--- config.mk ---
export PLATFORM = sky130hd
export DESIGN_NAME = periodic_irq_gen
export DESIGN_NICKNAME = d
export VERILOG_FILES = /design/src/rtl/pir_pkg.sv /design/src/rtl/pir_prescaler.sv /design/src/rtl/pir_tap_sel.sv /design/src/rtl/periodic_irq_gen.sv
export SDC_FILE = /design/constraint.sdc
export NUM_CORES = 1
export LEC_CHECK = 0
export ABC_AREA = 0
export ABC_CLOCK_PERIOD_IN_PS = 1700
export BUFFER_PORTS_ARGS = -buffer_cell sky130_fd_sc_hd__clkbuf_2
export CAP_MARGIN = 10
export CORE_ASPECT_RATIO = 1.5
export CORE_MARGIN = 2
export CORE_UTILIZATION = 50
export CTS_BUF_LIST = sky130_fd_sc_hd__clkbuf_8
export CTS_CLUSTER_SIZE = 25
export DETAILED_ROUTE_END_ITERATION = 10
export PLACE_DENSITY = 0.79
export SLEW_MARGIN = 20
export SYNTH_ARGS = -nofsm -noshare
export SYNTH_HDL_FRONTEND = slang
export SYNTH_HIERARCHICAL = 1
export SYNTH_SLANG_ARGS = --single-unit
--- constraint.sdc ---
create_clock -name clk -period 1.7 [get_ports clk]
set_input_delay 0.425 -clock clk [delete_from_list [all_inputs] [get_ports clk]]
set_output_delay 0.425 -clock clk [all_outputs]
set_load 0.03 [all_outputs]
--- src/rtl/pir_pkg.sv ---
package pir_pkg;
  localparam int unsigned CODE_W = 3;
  localparam int unsigned NCODE  = 6;

  // prescaler bits that must all be ones for a given rate code (0 = no tap)
  function automatic int unsigned tap_bits(input int unsigned code, input int unsigned div_w);
    int unsigned r;
    if (code >= 1 && code <= 4) r = div_w - 10 + 2 * code;
    else if (code == 5 || code == 6) r = div_w - 6 + code;
    else r = 0;
    return r;
  endfunction

  function automatic logic half_capable(input logic [CODE_W-1:0] code);
    return (code >= 3'd1) && (code <= 3'd3);
  endfunction
endpackage

--- src/rtl/pir_prescaler.sv ---
module pir_prescaler #(
  parameter int unsigned DIV_W = 15
) (
  input  logic             clk,
  input  logic             rst_n,
  input  logic             tick_i,
  output logic [DIV_W-1:0] cnt_o,
  output logic [6:1]       tap_o
);
  import pir_pkg::*;

  always_ff @(posedge clk or negedge rst_n) begin
    if (!rst_n)      cnt_o <= '0;
    else if (tick_i) cnt_o <= cnt_o + 1'b1;
  end

  for (genvar c = 1; c <= 6; c++) begin : g_tap
    localparam int unsigned TB = tap_bits(c, DIV_W);
    localparam logic [DIV_W-1:0] MASK = {DIV_W{1'b1}} >> (DIV_W - TB);
    assign tap_o[c] = tick_i && ((cnt_o & MASK) == MASK);
  end


  stall_hold_chk: assert property (@(posedge clk) disable iff (!rst_n)
    !tick_i |=> $stable(cnt_o));
endmodule

--- src/rtl/pir_tap_sel.sv ---
module pir_tap_sel (
  input  logic       clk,
  input  logic       rst_n,
  input  logic [6:1] tap_i,
  input  logic [2:0] code_i,
  input  logic       half_i,
  input  logic       code_chg_i,
  output logic       period_evt_o,
  output logic       set_evt_o,
  output logic       tog_o
);
  import pir_pkg::*;
  logic half_act;

  always_comb begin
    case (code_i)
      3'd1, 3'd2, 3'd3, 3'd4, 3'd5, 3'd6: period_evt_o = tap_i[code_i];
      default: period_evt_o = 1'b0;
    endcase
  end

  assign half_act  = half_i && half_capable(code_i);
  assign set_evt_o = period_evt_o && (!half_act || tog_o);

  always_ff @(posedge clk or negedge rst_n) begin
    if (!rst_n)                        tog_o <= 1'b0;
    else if (code_chg_i)               tog_o <= 1'b0;
    else if (period_evt_o && half_act) tog_o <= ~tog_o;
  end


  half_skip_chk: assert property (@(posedge clk) disable iff (!rst_n)
    (half_act && period_evt_o && !tog_o) |-> !set_evt_o);

  idle_code_chk: assert property (@(posedge clk) disable iff (!rst_n)
    (code_i == 3'd0 || code_i == 3'd7) |-> !set_evt_o);
endmodule

--- src/rtl/periodic_irq_gen.sv ---
module periodic_irq_gen #(
  parameter int unsigned DIV_W = 15
) (
  input  logic       clk,
  input  logic       rst_n,
  input  logic       tick_i,
  input  logic       ctl_we,
  input  logic [7:0] ctl_wdata,
  output logic [7:0] ctl_rdata,
  output logic       irq_o
);
  import pir_pkg::*;

  logic [DIV_W-1:0]  cnt;
  logic [6:1]        taps;
  logic [CODE_W-1:0] code_q;
  logic              half_q, flag_q;
  logic              code_chg, period_evt, set_evt, tog;

  assign code_chg = ctl_we && (ctl_wdata[6:4] != code_q);

  pir_prescaler #(.DIV_W(DIV_W)) u_pre (
    .clk(clk), .rst_n(rst_n), .tick_i(tick_i), .cnt_o(cnt), .tap_o(taps)
  );

  pir_tap_sel u_sel (
    .clk(clk), .rst_n(rst_n), .tap_i(taps), .code_i(code_q), .half_i(half_q),
    .code_chg_i(code_chg), .period_evt_o(period_evt), .set_evt_o(set_evt),
    .tog_o(tog)
  );

  always_ff @(posedge clk or negedge rst_n) begin
    if (!rst_n) begin
      code_q <= '0;
      half_q <= 1'b0;
      flag_q <= 1'b0;
    end else begin
      if (ctl_we) begin
        code_q <= ctl_wdata[6:4];
        half_q <= ctl_wdata[0];
      end
      // a period event wins over a clearing write
      if (set_evt)     flag_q <= 1'b1;
      else if (ctl_we) flag_q <= flag_q & ctl_wdata[7];
    end
  end

  assign ctl_rdata = {flag_q, code_q, 3'b000, half_q};
  assign irq_o     = flag_q && (code_q != '0);


  set_wins_chk: assert property (@(posedge clk) disable iff (!rst_n)
    set_evt |=> flag_q);

  clear_chk: assert property (@(posedge clk) disable iff (!rst_n)
    (ctl_we && !ctl_wdata[7] && !set_evt) |=> !flag_q);

  rise_cause_chk: assert property (@(posedge clk) disable iff (!rst_n)
    $rose(flag_q) |-> $past(set_evt));

  irq_src_chk: assert property (@(posedge clk) disable iff (!rst_n)
    irq_o |-> ctl_rdata[7]);
endmodule

## After elaboration in Yosys (flattened, before gate mapping)

Cells that the tools add are included.

- Logic and storage cells: 49
- Bits of input ports: 12
- Register bits after elaboration: 21
- Output and inout bits: 9

- Bitwise logic cells: 2
- Add/sub/neg operators: 1
- Reductions and logical operators: 18
- Magnitude comparators: 3
- Equality and inequality tests: 13
- Muxes and demuxes: 7

Operators by type and width:

| cell | number |
|---|---|
| adder 15 x 1 -> 15 bit, second input constant | 1 |
| equality test 15 bit, second input constant | 1 |
| equality test 14 bit, second input constant | 1 |
| equality test 13 bit, second input constant | 1 |
| logical AND 1 bit | 12 |
| equality test 11 bit, second input constant | 1 |
| equality test 3 bit, second input constant | 3 |
| equality test 9 bit, second input constant | 1 |
| equality test 7 bit, second input constant | 1 |
| equality test 3 x 2 -> 1 bit, second input constant | 2 |
| two-way mux 1 bit | 6 |
| OR reduction 6 bit | 1 |
| < comparator 3 x 4 -> 1 bit, second input constant | 1 |
| nonzero test 2 bit | 2 |
| binary-select mux 1 bit (select 3 bit) | 1 |
| equality test 3 x 1 -> 1 bit, second input constant | 1 |
| greater-or-equal comparator 3 x 1 -> 1 bit, second input constant | 1 |
| less-or-equal comparator 3 x 2 -> 1 bit, second input constant | 1 |
| inequality test 3 bit | 1 |
| nonzero test 3 bit | 1 |
| bitwise AND 1 bit | 1 |
| logical NOT 1 bit | 1 |
| logical OR 1 bit | 1 |
| inverter 1 bit | 1 |

## Depth between registers and ports, before layout

Gate-level depths: netlist of the first run.

- Depth after elaboration: 8
- Mapped depth: 10
- Mapped depth without buffers: 10

## Hierarchy

Netlist of the first run, hierarchy kept.

By module, submodules not included:

| module | sequential area each (um2) | area each (um2) | times used | cells each |
|---|---|---|---|---|
| pir_prescaler | 375.4 | 740.7 | 1 | 64 |
| periodic_irq_gen | 125.1 | 269.0 | 1 | 22 |
| pir_tap_sel | 25.0 | 137.6 | 1 | 19 |

## Worst setup path before layout of the first run

No wires, ideal clock.

- Kind: reg-to-reg
- From: reg u_pre.cnt_o[0]
- To: reg flag_q
- Period minus slack after synthesis: 1888 ps
- Buffers on the path: 0
- Path slack: -188 ps
- Arrival time: 1770 ps
- Stages on the path, launching flop included: 11
- Path through: dfrtp_1 > ha_1 > nand3_1 > nor2_1 > ha_1 > and2_1 > o22a_2 > o221ai_1 > nor2_1 > o31a_1 > a21o_1

- Cells in the longest elaborated chain, start to end: 7
- Elaborated cells between the ends (all ways): 18
- Classes of those cells: eq/ne: 6; mux: 4; reduce/logical: 8

Ends and longest elaborated chain:

| what | RTL line | RTL |
|---|---|---|
| from (decl) | pir_prescaler.sv:7 | `output logic [DIV_W-1:0] cnt_o,` |
| from (signal assigned) | pir_prescaler.sv:14 | `else if (tick_i) cnt_o <= cnt_o + 1'b1;` |
| equality test 9 bit * | pir_prescaler.sv:20 | `assign tap_o[c] = tick_i && ((cnt_o & MASK) == MASK);` |
| logical AND 1 bit * | pir_prescaler.sv:20 |  |
| via taps, one bit | periodic_irq_gen.sv:15 | `logic [6:1] taps;` |
| binary-select mux 1 bit (select 3 bit) * | pir_tap_sel.sv:17 | `3'd1, 3'd2, 3'd3, 3'd4, 3'd5, 3'd6: period_evt_o = tap_i[code_i];` |
| two-way mux 1 bit (implied by the code) * | pir_tap_sel.sv:17 |  |
| two-way mux 1 bit * | pir_tap_sel.sv:16 | `case (code_i)` |
| via period_evt | periodic_irq_gen.sv:18 | `logic code_chg, period_evt, set_evt, tog;` |
| logical AND 1 bit * | pir_tap_sel.sv:23 | `assign set_evt_o = period_evt_o && (!half_act \|\| tog_o);` |
| via set_evt | periodic_irq_gen.sv:18 |  |
| two-way mux 1 bit / nonzero test 2 bit (equally long branches) | n/a |  |
| to (signal assigned) | periodic_irq_gen.sv:44 | `else if (ctl_we) flag_q <= flag_q & ctl_wdata[7];` |
| to (decl) | periodic_irq_gen.sv:17 | `logic half_q, flag_q;` |

Mark *: on every way through the listed nets, which the timed path passes. The rest lies on a longest branch. The select of a mux whose other input is x is not followed.
A chain may end at the register's enable or synchronous reset.

## Worst setup path after layout of the first run

- From: reg u_pre.cnt_o[1]
- To: reg flag_q

The elaborated chain is that of the path after synthesis.

==> results.sh, run 1 <==
export IMPL_vias=866
export IMPL_syn_inst=105
export IMPL_io_pin_count=21
export IMPL_yosysSeqAreaShare_pct=45.8
export IMPL_slew_violations=0
export IMPL_synth_edf_count=0
export IMPL_final_min_clock_period_ns=1.76
export IMPL_synth_top_area_share_pct=45.8
export IMPL_final_nets=151
export IMPL_required_ns=1.84
export IMPL_max_freq_ghz=0.569
export IMPL_met3_usage_pct=2.60
export IMPL_cts_path_max_buffers=2
export IMPL_grt_overflow=0
export IMPL_hold_path_class="input port to asynchronous set/reset pin"
export IMPL_cpLargestDelayFamily="compound AO/OA/AOI/OAI gates"
export IMPL_rsz0062_at_grt="true"
export IMPL_setup_ws_ns=-0.0574
export IMPL_path_buf_inv=0
export IMPL_drt_iter0_drc=19
export IMPL_numCtsBuffers=3
export IMPL_die_h_um=62.7
export IMPL_cp_max_fo=2
export IMPL_drc_errors=0
export IMPL_synthTopCellsByArea="dfrtp_1 (46%), xor2_1 (9.2%), mux2_2 (5.9%), buf_4 (3.3%), xnor2_1 (3.1%)"
export IMPL_synth_most_common_cell="dfrtp_1"
export IMPL_totalWireLength_mm=2.11
export IMPL_grt_pass1_vias=881
export IMPL_track_usage_pct=17.1
export IMPL_holdBufCountCts=0
export IMPL_dr_pass1_iters=4
export IMPL_antenna_cells=0
export IMPL_clockPowerShare_pct=19.7
export IMPL_synth_cell_types=32
export IMPL_busiest_layer="met2"
export IMPL_synth_area_per_cell_um2=10.9
export IMPL_htreeDepth=1
export IMPL_synth_warnings=6
export IMPL_worst_pin_slew_ns=0.523
export IMPL_synth_area_um2=1150
export IMPL_switching_share_pct=33.0
export IMPL_antenna_found_initial=0
export IMPL_holdWs_ns=0.134
export IMPL_stdcell_count=159
export IMPL_fin_area_um2=1430
export IMPL_hold_viol_final=0
export IMPL_dpl_worst_slack_ns=-0.137
export IMPL_yosys_area_top_type="dfrtp_1"
export IMPL_ir_drop_uv=892
export IMPL_gp_congestion=0.795
export IMPL_core_um2=2210
export IMPL_fin_util_pct=64.6
export IMPL_crit_arrival_ns=1.90
export IMPL_yosys_top_cells_count="dfrtp_1 (21), xor2_1 (12), nand2_1 (7), nor2_1 (7), mux2_2 (6)"
export IMPL_wl_per_cell_um=13.3
export IMPL_grt_max_degree=22
export IMPL_pwr_share_seq_pct=44.6
export IMPL_power_density_nw_per_um2=1110
export IMPL_run_status="finished with violations"
export IMPL_skew_ns=0.00490
export IMPL_drtAntennaViolNets=0
export IMPL_cts_tree="built"
export IMPL_die_area_um2=2700
export IMPL_crit_path_end_kind="flop"
export IMPL_switchingPower_uw=520
export IMPL_path_clk_slew_ns=0.07
export IMPL_dp_cells=153
export IMPL_worstSkewPairLatency_ns=0.25
export IMPL_slew_headroom_pct=65.2
export IMPL_r2r_end="flag_q$_DFFE_PN0P_"
export IMPL_clock_root_buffer="clkbuf_8"
export IMPL_r2r_slack_ns=-0.06
export IMPL_p_int_mw=1.06
export IMPL_layout_drive_gt1_share_pct=40.4
export IMPL_rows=21
export IMPL_cp_slowest_cell="dfrtp_1"
export IMPL_path_class="flop to flop"
export IMPL_grtUsageMet1_pct=20.0
export IMPL_finalCritPeriodShare_pct=103
export IMPL_port_buffers=14
export IMPL_async_flop_share_pct=100
export IMPL_die_w_um=43.1
export IMPL_reg2reg_from="u_pre/cnt_o[1]$_DFFE_PN0P_"
export IMPL_met2_usage_pct=31.2
export IMPL_cts_sinks=21
export IMPL_r2r_cells=10
export IMPL_max_stage_delay_ns=0.39
export IMPL_ys_flop_type="dfrtp_1"
export IMPL_total_leakage_power_nw=0.696
export IMPL_path_cells="ha_2 > nand3_2 > nor2_1 > ha_2 > and2_4 > o22a_2 > o221ai_2 > nor2_1 > o31a_1 > a21o_1"
export IMPL_vias_per_cell=5.45
export IMPL_synth_seq_cells=21
export IMPL_combPwrFrac_pct=35.7
export IMPL_maxCapViolCount=0
export IMPL_setup_viol=2
export IMPL_dp_hpwl_mm=1.56
export IMPL_fill_cells=176
export IMPL_start_util_pct=52.0
export IMPL_syn2layout_area_growth_pct=24.3
export IMPL_placed_area_um2=1340
export IMPL_grt_pass1_wl_mm=3.61
export IMPL_start_kind="flop"
export IMPL_violations="negative setup slack"
-- worst max path at each step --
stage / start / to / slack, ns / cells past startpoint
4_1_cts: u_pre/cnt_o[1]$_DFFE_PN0P_ / u_sel/tog_o$_DFFE_PN0P_ / -0.04 / 9
2_1_floorplan: u_pre/cnt_o[0]$_DFFE_PN0P_ / flag_q$_DFFE_PN0P_ / -0.09 / 10
3_5_place_dp: u_pre/cnt_o[1]$_DFFE_PN0P_ / u_sel/tog_o$_DFFE_PN0P_ / -0.14 / 8
5_1_grt: u_pre/cnt_o[1]$_DFFE_PN0P_ / u_sel/tog_o$_DFFE_PN0P_ / -0.16 / 9
3_3_place_gp: u_pre/cnt_o[1]$_DFFE_PN0P_ / flag_q$_DFFE_PN0P_ / -0.09 / 10
6_report: u_pre/cnt_o[1]$_DFFE_PN0P_ / flag_q$_DFFE_PN0P_ / -0.06 / 10
-- layout by cell type, fill, tap and decap left out, types with 2 or more instances in the layout --
| cell | n |
|---|---|
| mux2_2 | 6 |
| nor4_1 | 2 |
| inv_1 | 2 |
| nand3_1 | 4 |
| xnor2_1 | 4 |
| a21o_1 | 2 |
| clkbuf_2 | 14 |
| ha_2 | 2 |
| conb_1 | 3 |
| nand4_1 | 4 |
| nor2_1 | 7 |
| dfrtp_2 | 2 |
| dfrtp_1 | 19 |
| nor3_1 | 4 |
| o31a_1 | 3 |
| buf_4 | 16 |
| clkbuf_8 | 3 |
| nand2b_1 | 2 |
| nand2_1 | 7 |
| xor2_1 | 12 |
-- registers in the layout (all words and copies together) (netlist names) --
register     count
code_q           3
u_sel/tog_o      1
half_q           1
flag_q           1
u_pre/cnt_o     15
-- stage by stage --
| step | setup TNS, ns | power [mW] |
|---|---|---|
| finish | -0.106 | 1.58 |
| floorplan | -0.158 | 1.00 |
| detailed placement | -0.266 | 1.23 |
| global route | -0.291 | 1.67 |
| CTS | -0.0822 | 1.57 |
| global placement | -0.162 | 1.20 |
-- per-layer routing --
metal,wire length (um),share of wire (%)
met1,839,40
met2,1180,56
met3,78,3.7
met4,14,0.66
met5,0,0
-- cell type report --
class                   count  area, um2  area share (%)
multi-input cells          79        619            43.4
flip-flops and latches     21        528            37.0
repair buffers             31        201            14.1
clock buffers               3       41.3            2.89
well taps                  23       28.8            2.02
clock inverters             1       3.75           0.263
inverters                   1       3.75           0.263
-- power by group through the flow --
| stage | combinational, mW | clock, mW | sequential [mW] |
|---|---|---|---|
| detailed placement | 0.522 | 0 | 0.709 |
| global route | 0.616 | 0.342 | 0.713 |
| finish | 0.563 | 0.311 | 0.703 |
| floorplan | 0.259 | 0 | 0.744 |
| CTS | 0.548 | 0.319 | 0.702 |
| global placement | 0.499 | 0 | 0.698 |
-- repair_timing --
item / CTS / global route
resized for setup: 5 / 3
endpoints found under the setup margin: 2 / 3
buffers inserted: 1 / 1
pin swaps: 10 / 2
-- cell families after synthesis --
family,synth area share [%]
AOI/OAI and AO/OA,8.51
and+or+nand+nor,21.0
buffers and inverters,4.03
DFF,45.8
other,0.327
adders and majority gates,2.18
muxes,5.89
xor gates and xnor gates,12.2
Power figures use the tool's default switching activity.
==> inputs of run 2 (changes only) <==
- CORE_UTILIZATION: 50 -> 51
- PLACE_DENSITY: 0.79 -> 0.8
==> run 2 against run 1 <==
Compared with the run above: clock power grew 4%; combinational power shrank 3%; routed wire length grew 8.1%; register-to-register slack is essentially flat; the run still ends with negative setup slack left; critical endpoint unchanged; clock skew is essentially flat.
==> results.sh, run 2 (synthesis gave the netlist of run 1 again) <==
export IMPL_required_ns=1.85
export IMPL_hold_viol_final=0
export IMPL_fin_area_um2=1420
export IMPL_port_buffers=14
export IMPL_met2_usage_pct=36.4
export IMPL_final_cell_mix="dfrtp_1 (18), buf_4 (15), clkbuf_2 (13)"
export IMPL_grt_overflow=0
export IMPL_totalWireLength_mm=2.29
export IMPL_violations="negative setup slack"
export IMPL_dp_hpwl_mm=1.67
export IMPL_path_clk_slew_ns=0.08
export IMPL_vias=883
export IMPL_track_usage_pct=19.2
export IMPL_cp_common_cell="ha_2"
export IMPL_top_regs="u_pre/cnt_o x15, code_q x3"
export IMPL_top_register="u_pre/cnt_o"
export IMPL_start_util_pct=52.6
export IMPL_io_pin_count=21
export IMPL_start_kind="flop"
export IMPL_run_status="finished with violations"
export IMPL_htreeDepth=1
export IMPL_largest_reg_flops=15
export IMPL_die_w_um=42.7
export IMPL_reg2reg_from="u_pre/cnt_o[0]$_DFFE_PN0P_"
export IMPL_rows=21
export IMPL_finalCritPeriodShare_pct=104
export IMPL_ir_drop_uv=742
export IMPL_die_h_um=62.1
export IMPL_met3_usage_pct=3.47
export IMPL_core_um2=2180
export IMPL_path_cells="ha_2 > nand3_4 > nor2_2 > ha_2 > and2_4 > o22a_2 > o221ai_2 > nor2_1 > o31a_1 > a21o_1"
export IMPL_path_class="flop to flop"
export IMPL_dr_pass1_iters=4
export IMPL_cp_slowest_cell="dfrtp_1"
export IMPL_final_common_cell="dfrtp_1"
export IMPL_r2r_end="flag_q$_DFFE_PN0P_"
export IMPL_busiest_layer="met2"
export IMPL_worstSkewPairLatency_ns=0.26
export IMPL_cts_path_max_buffers=2
export IMPL_power_mw=1.58
export IMPL_layout_drive_gt1_share_pct=40.7
export IMPL_max_freq_ghz=0.567
export IMPL_maxCapViolCount=0
export IMPL_drt_iter0_drc=15
export IMPL_r2r_cells=10
export IMPL_numCtsBuffers=3
export IMPL_grtUsageMet1_pct=20.9
export IMPL_placed_area_um2=1340
export IMPL_antenna_cells=0
export IMPL_worst_pin_slew_ns=0.522
export IMPL_antenna_found_initial=0
export IMPL_holdBufCountCts=0
export IMPL_clock_root_buffer="clkbuf_8"
export IMPL_grt_max_degree=22
export IMPL_cts_tree="built"
export IMPL_max_stage_delay_ns=0.39
export IMPL_die_area_um2=2650
export IMPL_crit_arrival_ns=1.92
export IMPL_grt_pass1_wl_mm=3.80
export IMPL_final_nets=150
export IMPL_drtAntennaViolNets=0
export IMPL_setup_viol=2
export IMPL_skew_ns=0.00481
export IMPL_syn2layout_area_growth_pct=24.1
export IMPL_grt_pass1_vias=867
export IMPL_r2r_slack_ns=-0.06
export IMPL_total_leakage_power_nw=0.686
export IMPL_cpLargestDelayFamily="compound AO/OA/AOI/OAI gates"
export IMPL_setup_ws_ns=-0.0641
export IMPL_final_min_clock_period_ns=1.76
export IMPL_gp_congestion=0.761
export IMPL_cts_sinks=21
export IMPL_crit_path_end_kind="flop"
export IMPL_rsz0062_at_grt="true"
export IMPL_path_buf_inv=0
export IMPL_vias_per_cell=5.59
export IMPL_hold_path_class="input port to asynchronous set/reset pin"
export IMPL_drc_errors=0
export IMPL_wl_per_cell_um=14.5
export IMPL_cp_max_fo=2
export IMPL_slew_violations=0
export IMPL_slew_headroom_pct=65.2
export IMPL_power_density_nw_per_um2=1110
[run 2: worst max-delay path by stage]
stage | start | endpoint | slack (ns) | depth (start not counted)
2_1_floorplan | u_pre/cnt_o[0]$_DFFE_PN0P_ | flag_q$_DFFE_PN0P_ | -0.09 | 10
3_3_place_gp | u_pre/cnt_o[1]$_DFFE_PN0P_ | flag_q$_DFFE_PN0P_ | -0.08 | 10
3_5_place_dp | u_pre/cnt_o[1]$_DFFE_PN0P_ | u_sel/tog_o$_DFFE_PN0P_ | -0.11 | 8
4_1_cts | u_pre/cnt_o[0]$_DFFE_PN0P_ | flag_q$_DFFE_PN0P_ | -0.06 | 10
5_1_grt | u_pre/cnt_o[0]$_DFFE_PN0P_ | flag_q$_DFFE_PN0P_ | -0.16 | 10
6_report | u_pre/cnt_o[0]$_DFFE_PN0P_ | flag_q$_DFFE_PN0P_ | -0.06 | 10
[run 2: cell type report]
class | count | area, um2
clock buffer | 3 | 41.3
clock inverter | 1 | 5.00
fill | 169 | 757
inverter | 1 | 3.75
multi-input combinational | 79 | 622
sequential | 21 | 529
tap | 23 | 28.8
timing repair buffer | 30 | 194
[run 2: timing repair]
action	4_1_cts	5_1_grt
cloned	0	0
pin swaps	7	1
setup endpoints to repair	3	3
buffers inserted	1	0
resized for setup	3	7
[run 2: worst register-to-register path, cell delays in order, from the launching register on]
cell and delay (ns):
dfrtp_1 0.39, ha_2 0.21, nand3_4 0.07, nor2_2 0.04
ha_2 0.16, and2_4 0.14, o22a_2 0.19, o221ai_2 0.14
nor2_1 0.06, o31a_1 0.10, a21o_1 0.15
[run 2: routing by layer]
layer	wire (um)	vias to the layer above
met5	0	-
met4	43	0
met1	911	431
met3	99	6
met2	1230	20
li1	-	426
[run 2: metrics by stage]
step / utilization [%] / hold slack (ns) / setup TNS [ns] / std cells / worst slack (ns)
3_3_place_gp: 61.3 / 0.410 / -0.152 / 153 / -0.0808
5_1_grt: 65.3 / 0.177 / -0.309 / 158 / -0.156
4_1_cts: 64.3 / 0.140 / -0.0915 / 158 / -0.0560
3_5_place_dp: 61.3 / 0.425 / -0.211 / 153 / -0.110
6_report: 65.3 / 0.123 / -0.0786 / 158 / -0.0641
2_1_floorplan: - / 0.129 / -0.158 / 107 / -0.0854
[run 2: where the power goes]
| part | internal [mW] | total, mW | switching [mW] |
|---|---|---|---|
| Sequential | 0.600 | 0.706 | 0.106 |
| Combinational | 0.285 | 0.547 | 0.263 |
| Clock | 0.163 | 0.324 | 0.161 |
| Total | 1.05 | 1.58 | 0.530 |
==> inputs of run 3 (changes only) <==
- RECOVER_POWER: default -> 50
==> run 3 against run 2 <==
Compared with the run above: core utilization down 0.057 points; power barely moved; fmax unchanged; clock power about the same; the run still ends with negative setup slack left; design area about the same; highest routed layer unchanged.
==> results.sh, run 3 (synthesis gave the netlist of run 1 again) <==
export IMPL_run_status="finished with violations"
export IMPL_violations="negative setup slack"
export IMPL_fin_util_pct=65.2
export IMPL_fin_area_um2=1420
export IMPL_top_register="u_pre/cnt_o"
export IMPL_switchingPower_uw=530
export IMPL_track_usage_pct=19.2
export IMPL_fill_cells=170
export IMPL_drt_iter0_drc=15
export IMPL_core_um2=2180
export IMPL_antenna_found_initial=0
export IMPL_top_regs="u_pre/cnt_o x15, code_q x3"
export IMPL_die_w_um=42.7
export IMPL_reg2reg_from="u_pre/cnt_o[0]$_DFFE_PN0P_"
export IMPL_rsz0062_at_grt="true"
export IMPL_cp_common_cell="ha_2"
export IMPL_cts_sinks=21
export IMPL_final_min_clock_period_ns=1.76
export IMPL_rows=21
export IMPL_path_cells="ha_2 > nand3_4 > nor2_2 > ha_2 > and2_4 > o22a_2 > o221ai_2 > nor2_1 > o31a_1 > a21o_1"
export IMPL_antenna_cells=0
export IMPL_pwr_share_seq_pct=44.8
export IMPL_skew_ns=0.00481
export IMPL_largest_reg_flops=15
export IMPL_grt_pass1_wl_mm=3.80
export IMPL_clock_root_buffer="clkbuf_8"
export IMPL_vias=883
export IMPL_switching_share_pct=33.6
export IMPL_wl_per_cell_um=14.5
export IMPL_total_leakage_power_nw=0.683
export IMPL_htreeDepth=1
export IMPL_syn2layout_area_growth_pct=24.0
export IMPL_stdcell_count=158
export IMPL_max_freq_ghz=0.567
export IMPL_placed_area_um2=1340
export IMPL_clockPowerShare_pct=20.6
export IMPL_grt_overflow=0
export IMPL_final_cell_mix="dfrtp_1 (18), buf_4 (15), xor2_1 (12), clkbuf_2 (12), nand2_1 (7)"
export IMPL_power_density_nw_per_um2=1110
export IMPL_path_clk_slew_ns=0.08
export IMPL_hold_path_class="input port to asynchronous set/reset pin"
export IMPL_dr_pass1_iters=4
export IMPL_cp_slowest_cell="dfrtp_1"
export IMPL_start_util_pct=52.6
export IMPL_path_class="flop to flop"
export IMPL_grt_pass1_vias=867
export IMPL_gp_congestion=0.761
export IMPL_worst_pin_slew_ns=1.11
export IMPL_setup_ws_ns=-0.0641
export IMPL_worstSkewPairLatency_ns=0.26
export IMPL_max_stage_delay_ns=0.39
export IMPL_dp_hpwl_mm=1.67
export IMPL_grt_max_degree=22
export IMPL_port_buffers=14
export IMPL_hold_viol_final=0
export IMPL_vias_per_cell=5.59
export IMPL_holdWs_ns=0.352
export IMPL_cp_max_fo=2
export IMPL_r2r_cells=10
export IMPL_final_nets=150
export IMPL_drc_errors=0
export IMPL_final_common_cell="dfrtp_1"
export IMPL_totalWireLength_mm=2.29
export IMPL_finalCritPeriodShare_pct=104
export IMPL_required_ns=1.85
export IMPL_setup_viol=2
export IMPL_die_area_um2=2650
export IMPL_crit_arrival_ns=1.92
export IMPL_holdBufCountCts=0
export IMPL_start_kind="flop"
export IMPL_maxCapViolCount=0
export IMPL_dp_cells=153
export IMPL_cts_tree="built"
export IMPL_layout_drive_gt1_share_pct=40.0
export IMPL_drtAntennaViolNets=0
export IMPL_numCtsBuffers=3
export IMPL_crit_path_end_kind="flop"
export IMPL_finalSetupTns_ns=-0.0786
export IMPL_slew_headroom_pct=25.8
export IMPL_r2r_slack_ns=-0.06
export IMPL_slew_violations=0
export IMPL_cts_path_max_buffers=2
export IMPL_combPwrFrac_pct=34.7
export IMPL_p_int_mw=1.05
export IMPL_io_pin_count=21
export IMPL_die_h_um=62.1
export IMPL_r2r_end="flag_q$_DFFE_PN0P_"
export IMPL_ir_drop_uv=742
## run 3: how the worst max path moves through the flow
stage                          startpoint                       to  slack [ns]  cells after the start
2_1_floorplan  u_pre/cnt_o[0]$_DFFE_PN0P_       flag_q$_DFFE_PN0P_       -0.09                     10
3_3_place_gp   u_pre/cnt_o[1]$_DFFE_PN0P_       flag_q$_DFFE_PN0P_       -0.08                     10
3_5_place_dp   u_pre/cnt_o[1]$_DFFE_PN0P_  u_sel/tog_o$_DFFE_PN0P_       -0.11                      8
4_1_cts        u_pre/cnt_o[0]$_DFFE_PN0P_       flag_q$_DFFE_PN0P_       -0.06                     10
5_1_grt        u_pre/cnt_o[0]$_DFFE_PN0P_       flag_q$_DFFE_PN0P_       -0.16                     10
6_report       u_pre/cnt_o[0]$_DFFE_PN0P_       flag_q$_DFFE_PN0P_       -0.06                     10
## run 3: cell type report
| type | count | area (um2) | share of cell area [%] |
|---|---|---|---|
| Clock inverter | 1 | 5.00 | 0.352 |
| Clock buffer | 3 | 41.3 | 2.90 |
| Sequential cell | 21 | 529 | 37.2 |
| Multi-Input combinational cell | 79 | 622 | 43.7 |
| Timing Repair Buffer | 30 | 193 | 13.5 |
| Tap cell | 23 | 28.8 | 2.02 |
| Inverter | 1 | 3.75 | 0.264 |
## run 3: power groups by stage
stage | logic [mW] | registers, mW | clock network, mW
floorplan | 0.259 | 0.744 | 0
global placement | 0.498 | 0.699 | 0
detailed placement | 0.519 | 0.708 | 0
CTS | 0.540 | 0.702 | 0.332
global route | 0.597 | 0.720 | 0.354
finish | 0.547 | 0.706 | 0.324
## run 3: critical path: cells and delay by family, from the launching register on
family | cells | cell delay [ns]
DFF | 1 | 0.39
AOI/OAI and AO/OA | 4 | 0.58
adders and majority gates | 2 | 0.37
and+or+nand+nor | 4 | 0.31
## run 3: repair_timing
| action | CTS | global route |
|---|---|---|
| gates resized for setup | 3 | 7 |
| endpoints found under the hold margin | 0 | 0 |
| endpoints found under the setup margin | 3 | 3 |
| pin swaps | 7 | 1 |
| setup buffers | 1 | 0 |
## run 3: per-layer routing
| layer | track usage [%] | up-vias | routed length, um |
|---|---|---|---|
| met5 | 0 | - | 0 |
| met1 | 20.9 | 431 | 911 |
| met2 | 36.4 | 20 | 1230 |
| met4 | 8.48 | 0 | 43 |
| li1 | - | 426 | - |
| met3 | 3.47 | 6 | 99 |
## run 3: through the flow
| stage | setup WS (ns) | total power [mW] |
|---|---|---|
| after global placement | -0.0808 | 1.20 |
| after CTS | -0.0560 | 1.57 |
| final | -0.0641 | 1.58 |
| after global routing | -0.156 | 1.67 |
| after detailed placement | -0.110 | 1.23 |
| after floorplan | -0.0854 | 1.00 |
